--- config.mk ---
export PLATFORM = sky130hd
export DESIGN_NAME = lsag_top
export DESIGN_NICKNAME = d
export VERILOG_FILES = /design/src/rtl/lsag_pkg.sv /design/src/rtl/lsag_dpath.sv /design/src/rtl/lsag_ctrl.sv /design/src/rtl/lsag_top.sv
export SDC_FILE = /design/constraint.sdc
export NUM_CORES = 1
export LEC_CHECK = 0
export BUFFER_PORTS_ARGS = -buffer_cell sky130_fd_sc_hd__clkbuf_2
export CAP_MARGIN = 20
export CORE_UTILIZATION = 45
export CTS_CLUSTER_SIZE = 8
export DETAILED_ROUTE_END_ITERATION = 7
export PLACE_DENSITY = 0.72
export SLEW_MARGIN = 15
export SYNTH_ARGS = -nofsm -noshare
export SYNTH_HDL_FRONTEND = slang
export SYNTH_SLANG_ARGS = --single-unit
--- constraint.sdc ---
create_clock -name clk -period 1 [get_ports clk]
set_input_delay 0.3 -clock clk [delete_from_list [all_inputs] [get_ports clk]]
set_output_delay 0.3 -clock clk [all_outputs]
set_load 0.02 [all_outputs]
--- src/rtl/lsag_pkg.sv ---
package lsag_pkg;

  typedef enum logic [2:0] {
    MODE_BASE     = 3'd0,
    MODE_IDX_REG  = 3'd1,
    MODE_IDX_IMM  = 3'd2,
    MODE_POST_REG = 3'd3,
    MODE_POST_IMM = 3'd4
  } lsag_mode_e;

  typedef enum logic [1:0] {
    SZ_BYTE   = 2'd0,
    SZ_SHORT  = 2'd1,
    SZ_WORD   = 2'd2,
    SZ_DOUBLE = 2'd3
  } lsag_size_e;

  // strobes from control to datapath
  typedef struct packed {
    logic useOffset;  // add an offset at all
    logic useImm;     // offset is the scaled immediate
    logic postMod;    // access uses the unmodified base
  } lsag_strobe_t;

endpackage

--- src/rtl/lsag_dpath.sv ---
module lsag_dpath
  import lsag_pkg::*;
#(
  parameter int ADDR_W    = 32,
  parameter int IMM_W     = 11,
  parameter int BUS_BYTES = 8,
  localparam int LANE_W   = $clog2(BUS_BYTES)
) (
  input  logic              clk,
  input  logic              rst_n,
  input  lsag_strobe_t      strobe,
  input  logic [1:0]        accSize,
  input  logic [ADDR_W-1:0] baseVal,
  input  logic [ADDR_W-1:0] offReg,
  input  logic [IMM_W-1:0]  immMag,
  input  logic              immNeg,
  output logic [ADDR_W-1:0] effAddr,
  output logic [ADDR_W-1:0] nextBase,
  output logic [LANE_W-1:0] addrLow,
  output logic [BUS_BYTES-1:0] laneMask
);

  localparam int CNT_W = LANE_W + 2;

  logic [ADDR_W-1:0] immExt;
  logic [ADDR_W-1:0] immScaled;
  logic [ADDR_W-1:0] immSigned;
  logic [ADDR_W-1:0] offSel;
  logic [ADDR_W-1:0] sumAddr;
  logic [CNT_W-1:0]  laneLo;
  logic [CNT_W-1:0]  laneHi;
  logic [CNT_W-1:0]  sizeBytes;

  always_comb begin
    immExt    = ADDR_W'(immMag);
    immScaled = immExt << accSize;
    immSigned = immNeg ? (~immScaled + 1'b1) : immScaled;
    if (!strobe.useOffset)  offSel = '0;
    else if (strobe.useImm) offSel = immSigned;
    else                    offSel = offReg;
    sumAddr  = baseVal + offSel;
    effAddr  = strobe.postMod ? baseVal : sumAddr;
    nextBase = sumAddr;
    addrLow  = effAddr[LANE_W-1:0];
  end

  assign sizeBytes = CNT_W'(1) << accSize;
  assign laneLo    = CNT_W'(addrLow);
  assign laneHi    = laneLo + sizeBytes;

  for (genvar lane = 0; lane < BUS_BYTES; lane++) begin : g_lane
    assign laneMask[lane] = (CNT_W'(lane) >= laneLo) && (CNT_W'(lane) < laneHi);
  end

  AST_POST_USES_BASE: assert property (@(posedge clk) disable iff (!rst_n)
    strobe.postMod |-> (effAddr == baseVal)) else $error("post-modify address moved");

  AST_REG_OFFSET_RAW: assert property (@(posedge clk) disable iff (!rst_n)
    (strobe.useOffset && !strobe.useImm) |-> (nextBase - baseVal == offReg)) else $error("register offset scaled");

endmodule

--- src/rtl/lsag_ctrl.sv ---
module lsag_ctrl
  import lsag_pkg::*;
#(
  parameter int REG_IDX_W = 6,
  parameter int LANE_W    = 3
) (
  input  logic                 clk,
  input  logic                 rst_n,
  input  logic                 accValid,
  input  logic [1:0]           accSize,
  input  logic [2:0]           addrMode,
  input  logic [REG_IDX_W-1:0] dataReg,
  input  logic [LANE_W-1:0]    addrLow,
  output lsag_strobe_t         strobe,
  output logic                 memReq,
  output logic                 wbEn,
  output logic                 alignFault,
  output logic                 regFault
);

  logic [LANE_W-1:0] alignMask;
  logic              anyFault;

  always_comb begin
    strobe = '0;
    case (addrMode)
      MODE_IDX_REG:  strobe = '{useOffset: 1'b1, useImm: 1'b0, postMod: 1'b0};
      MODE_IDX_IMM:  strobe = '{useOffset: 1'b1, useImm: 1'b1, postMod: 1'b0};
      MODE_POST_REG: strobe = '{useOffset: 1'b1, useImm: 1'b0, postMod: 1'b1};
      MODE_POST_IMM: strobe = '{useOffset: 1'b1, useImm: 1'b1, postMod: 1'b1};
      default:       strobe = '0;
    endcase
  end

  assign alignMask  = LANE_W'((1 << accSize) - 1);
  assign alignFault = accValid && (|(addrLow & alignMask));
  assign regFault   = accValid && (accSize == SZ_DOUBLE) && dataReg[0];
  assign anyFault   = alignFault || regFault;
  assign memReq     = accValid && !anyFault;
  assign wbEn       = memReq && strobe.postMod;

  AST_DOUBLE_EVEN: assert property (@(posedge clk) disable iff (!rst_n)
    (accValid && accSize == SZ_DOUBLE && dataReg[0]) |-> regFault) else $error("odd pair missed");

  AST_FAULT_SUPPRESS: assert property (@(posedge clk) disable iff (!rst_n)
    (alignFault || regFault) |-> (!memReq && !wbEn)) else $error("request under fault");

  AST_ALIGNED_REQ: assert property (@(posedge clk) disable iff (!rst_n)
    memReq |-> ((addrLow & alignMask) == '0)) else $error("misaligned request");

  AST_IDLE_QUIET: assert property (@(posedge clk) disable iff (!rst_n)
    !accValid |-> (!memReq && !wbEn && !alignFault && !regFault)) else $error("idle activity");

endmodule

--- src/rtl/lsag_top.sv ---
module lsag_top
  import lsag_pkg::*;
#(
  parameter int ADDR_W    = 32,
  parameter int IMM_W     = 11,
  parameter int REG_IDX_W = 6,
  parameter int BUS_BYTES = 8,
  parameter bit OUT_REG   = 1'b1,
  localparam int LANE_W   = $clog2(BUS_BYTES)
) (
  input  logic                 clk,
  input  logic                 rst_n,
  input  logic                 accValid,
  input  logic [1:0]           accSize,
  input  logic [2:0]           addrMode,
  input  logic [ADDR_W-1:0]    baseVal,
  input  logic [ADDR_W-1:0]    offReg,
  input  logic [IMM_W-1:0]     immMag,
  input  logic                 immNeg,
  input  logic [REG_IDX_W-1:0] dataReg,
  output logic                 memReq,
  output logic [ADDR_W-1:0]    memAddr,
  output logic [BUS_BYTES-1:0] byteEn,
  output logic [1:0]           memSize,
  output logic                 wbEn,
  output logic [ADDR_W-1:0]    wbVal,
  output logic                 alignFault,
  output logic                 regFault
);

  lsag_strobe_t       strobe;
  logic [ADDR_W-1:0]  effAddr;
  logic [ADDR_W-1:0]  nextBase;
  logic [LANE_W-1:0]  addrLow;
  logic [BUS_BYTES-1:0] laneMask;
  logic               memReqC;
  logic               wbEnC;
  logic               alignFaultC;
  logic               regFaultC;
  logic [BUS_BYTES-1:0] byteEnC;

  lsag_ctrl #(.REG_IDX_W(REG_IDX_W), .LANE_W(LANE_W)) i_ctrl (
    .clk       (clk),
    .rst_n     (rst_n),
    .accValid  (accValid),
    .accSize   (accSize),
    .addrMode  (addrMode),
    .dataReg   (dataReg),
    .addrLow   (addrLow),
    .strobe    (strobe),
    .memReq    (memReqC),
    .wbEn      (wbEnC),
    .alignFault(alignFaultC),
    .regFault  (regFaultC)
  );

  lsag_dpath #(.ADDR_W(ADDR_W), .IMM_W(IMM_W), .BUS_BYTES(BUS_BYTES)) i_dpath (
    .clk     (clk),
    .rst_n   (rst_n),
    .strobe  (strobe),
    .accSize (accSize),
    .baseVal (baseVal),
    .offReg  (offReg),
    .immMag  (immMag),
    .immNeg  (immNeg),
    .effAddr (effAddr),
    .nextBase(nextBase),
    .addrLow (addrLow),
    .laneMask(laneMask)
  );

  assign byteEnC = memReqC ? laneMask : '0;

  if (OUT_REG) begin : g_outreg
    always_ff @(posedge clk or negedge rst_n) begin
      if (!rst_n) begin
        memReq     <= 1'b0;
        memAddr    <= '0;
        byteEn     <= '0;
        memSize    <= '0;
        wbEn       <= 1'b0;
        wbVal      <= '0;
        alignFault <= 1'b0;
        regFault   <= 1'b0;
      end else begin
        memReq     <= memReqC;
        memAddr    <= effAddr;
        byteEn     <= byteEnC;
        memSize    <= accSize;
        wbEn       <= wbEnC;
        wbVal      <= nextBase;
        alignFault <= alignFaultC;
        regFault   <= regFaultC;
      end
    end
  end else begin : g_comb
    always_comb begin
      memReq     = memReqC;
      memAddr    = effAddr;
      byteEn     = byteEnC;
      memSize    = accSize;
      wbEn       = wbEnC;
      wbVal      = nextBase;
      alignFault = alignFaultC;
      regFault   = regFaultC;
    end
  end

  AST_LANE_COUNT: assert property (@(posedge clk) disable iff (!rst_n)
    memReqC |-> ($countones(byteEnC) == (1 << accSize))) else $error("lane count wrong");

  AST_NO_LANES_ON_FAULT: assert property (@(posedge clk) disable iff (!rst_n)
    (alignFaultC || regFaultC) |-> (byteEnC == '0)) else $error("lanes under fault");

endmodule

==> summary.md <==
| Metric | Value |
|---|---|
| Outcome | finished, violations left |
| Failing checks | DRC, setup timing |
| P&R area growth vs syn | 73.6% |
| Fin. max-slew vios | 0 |
| First-pass iteration count of the detailed router | 7 |
| Final Non-Filler Cells | 1,105 |
| Met1 Wirelength | 7.93 mm |
| H-tree depth | 3 |
| Std cell rows | 39 |
| Total grt overflow | 0 |
| Largest net degree at the start of global routing | 37 |
| First-pass GRT wire length | 30.6 mm |
| Sequential cell area | 0.00195 sq mm |
| Max Clk Rate | 253 MHz |
| Initial antenna violation count | 0 |
| CP Capture Type | register |
| Met3 WL | 1.21 mm |
| Cells after Synth | 618 |
| Die height | 112 um |
| CP Max Fanout | 8 |
| Vias in the first global route | 6,382 |
| CTS tree | yes |
| Synth Warn # | 0 |
| Highest metal used | met4 |
| Vias | 6,256 |
| Multi-input gate area | 0.00396 sq mm |
| Total CTS buffers | 9 |
| Crit path launch type | input pin |
| Worst Tran Pin Value | 429 ps |
| Commonest non-fill, non-tap cell in the layout | buf_4 |
| Final Util | 0.813 |
| Area of the die | 0.0125 sq mm |
| Final period utilization | 3.96 |
| Vias per std cell | 5.66 |
| Final setup fails | 153 |
| Antenna Nets Post-Route | 0 |
| DRT iter0 DRCs | 427 |
| Synth Register Bits | 78 |
| Core Box Area | 0.0116 sq mm |
| Final Net Count | 1,086 |
| Post-synth EDFFs | 0 |
| VDD IR-drop max | 1.35 mV |
| Met2 wire len | 10.6 mm |
| CTS Sinks | 78 |
| Max-cap violations | 0 |
| Hold_sp | baseVal[8] |
| Yosys cell types | 58 |
| Post-DP HPWL | 13.6 mm |
| Critical Path RT | 1230 ps |
| DRC | 12 |
| Worst-path clk slew | 60 ps |
| Worst hold-check path type | in -> reg |
| CTS Buffer Depth | 2 |
| Sequential area share after synthesis | 0.361 |
| Primary FF master, synth | dfrtp_1 |
| Asr flop ratio synth | 1.00 |
| Post-route setup slack | -2960 ps |
| Crit path arrival time | 4190 ps |
| Share of cells above drive strength 1 | 0.530 |
| # diodes | 0 |
| Max transition margin | 0.712 |
| Hold path cells | 3 |
| Pwr/cell area | 1660 mW/mm^2 |
| Die W | 112 um |
| RePlAce Congestion | 0.928 |
| Placed Cells incl. Taps | 1,057 |
| Worst Hold End | memAddr[8]$_DFF_PN0_ |
| WL/cell | 18.7 um |
| Most frequent cells in the layout | 170 x buf_4, 94 x buf_6, 93 x nand2_1 |
| Port bufs | 162 |
| Initial Utilization | 0.468 |
| Post-Syn Area per Cell | 8.76 sq um |
| Fill cells | 657 |
| Netlist Area Pre-Place | 0.00541 sq mm |
| CTS Root Cell | clkbuf_16 |
| Tmin final | 3960 ps |
| DRT Wirelength | 20.6 mm |
| Post-Syn Nets | 746 |
| RSZ-0062 raised after global routing | true |
| IO Pins | 168 |
| Cell leakage power | 4.66 nW |
| Final Hold Viols | 0 |
| Kind of critical path | in -> reg |
| All-Layer GR Usage | 0.312 |
[kinds of logic (layout without fill, tap and decap cells)]
| kind of cell | count (synthesis) | in the layout | share of synthesized area |
|---|---|---|---|
| AND/OR/NAND/NOR | 199 | 199 | 0.167 |
| XOR/XNOR | 38 | 38 | 0.0615 |
| multiplexers | 31 | 31 | 0.0698 |
| flip-flops | 78 | 78 | 0.361 |
| adder cells (fa/ha/maj) | 38 | 38 | 0.0906 |
| AO/OA/AOI/OAI | 180 | 180 | 0.211 |
| buffers and inverters | 54 | 398 | 0.0395 |
[flip-flops by register name, indices dropped and copies added (netlist names)]
register / cells
memAddr: 32
memSize: 2
alignFault: 1
wbVal: 32
wbEn: 1
regFault: 1
byteEn: 8
memReq: 1
[cells in the mapped netlist, types with 9 or more instances]
| cell type | n | area [sq um] |
|---|---|---|
| nor2b_1 | 10 | 62.6 |
| mux2_2 | 16 | 180 |
| xnor2_1 | 27 | 236 |
| nor2_1 | 43 | 161 |
| ha_1 | 36 | 450 |
| inv_1 | 26 | 97.6 |
| nand2_1 | 95 | 357 |
| xor2_1 | 11 | 96.3 |
| a21oi_1 | 70 | 350 |
| dfrtp_1 | 78 | 1950 |
| o21ai_0 | 28 | 140 |
| clkbuf_1 | 22 | 82.6 |
| o21bai_1 | 9 | 67.6 |
| mux2i_1 | 10 | 100 |
| nand3_1 | 10 | 50.1 |
| a21o_1 | 12 | 90.1 |
| a211oi_1 | 14 | 105 |
[worst max-delay path, stage by stage]
cell	delay [ps]
clkbuf_16	120
buf_12	130
mux2i_2	250
mux2i_1	140
or4b_4	570
or2_4	280
nor2_2	80
ha_1	240
a211oi_2	200
nor3_2	80
ha_1	320
and4_1	220
nand4_1	160
a21oi_4	320
a41oi_2	190
nor2b_4	180
xnor2_2	130
mux2_4	260
[cell type report]
cell class	instances	share of cell area
clock buffer	11	0.0258
inverter	26	0.0104
tap	143	0.0190
timing repair buffer	357	0.310
sequential	78	0.208
multi-input combinational	486	0.422
clock inverter	4	0.00506
[power by group]
part	leakage (nW)	internal, mW	switching, mW
Sequential	0.934	3.88	0.400
Combinational	3.58	4.04	3.99
Clock	0.141	1.98	1.35
Total	4.66	9.90	5.74
[what timing repair did]
| item | in CTS | in global routing |
|---|---|---|
| pin swaps | 32 | 46 |
| gates cloned | 1 | 0 |
| hold endpoints to repair | 8 | 0 |
| endpoints found under the setup margin | 154 | 154 |
| setup buffers | 24 | 16 |
| resized for setup | 90 | 291 |
| hold buffers | 1 | 0 |
[layer usage]
| layer | track usage | vias to the layer above |
|---|---|---|
| met3 | 0.0555 | 76 |
| li1 | - | 2881 |
| met4 | 0.187 | 0 |
| met1 | 0.366 | 3022 |
| met5 | 0 | - |
| met2 | 0.533 | 277 |
[metrics by stage]
step / worst slack [ps] / hold WS [ps] / power (mW) / area (sq um) / TNS (ps)
detailed placement: -3490 / 151 / 10.1 / 7710 / -209170
finish: -2960 / 175 / 15.6 / 9400 / -187350
floorplan: -3040 / 4.41 / 7.53 / 5600 / -174350
CTS: -2900 / 179 / 14.1 / 8590 / -185000
global placement: -3340 / 153 / 9.91 / 7710 / -204690
global route: -3080 / 193 / 16.3 / 9400 / -199180
[worst max path at each step]
stage                    start                     to  slack (ps)  depth (start not counted)
CTS                 accSize[0]  memAddr[29]$_DFF_PN0_       -2900                         17
global route        accSize[0]  memAddr[23]$_DFF_PN0_       -3080                         18
floorplan           accSize[0]  memAddr[29]$_DFF_PN0_       -3040                         17
finish              accSize[0]  memAddr[23]$_DFF_PN0_       -2960                         18
detailed placement  accSize[0]  memAddr[29]$_DFF_PN0_       -3490                         18
global placement    accSize[0]  memAddr[29]$_DFF_PN0_       -3340                         17
(Power assumes the default switching activity.)
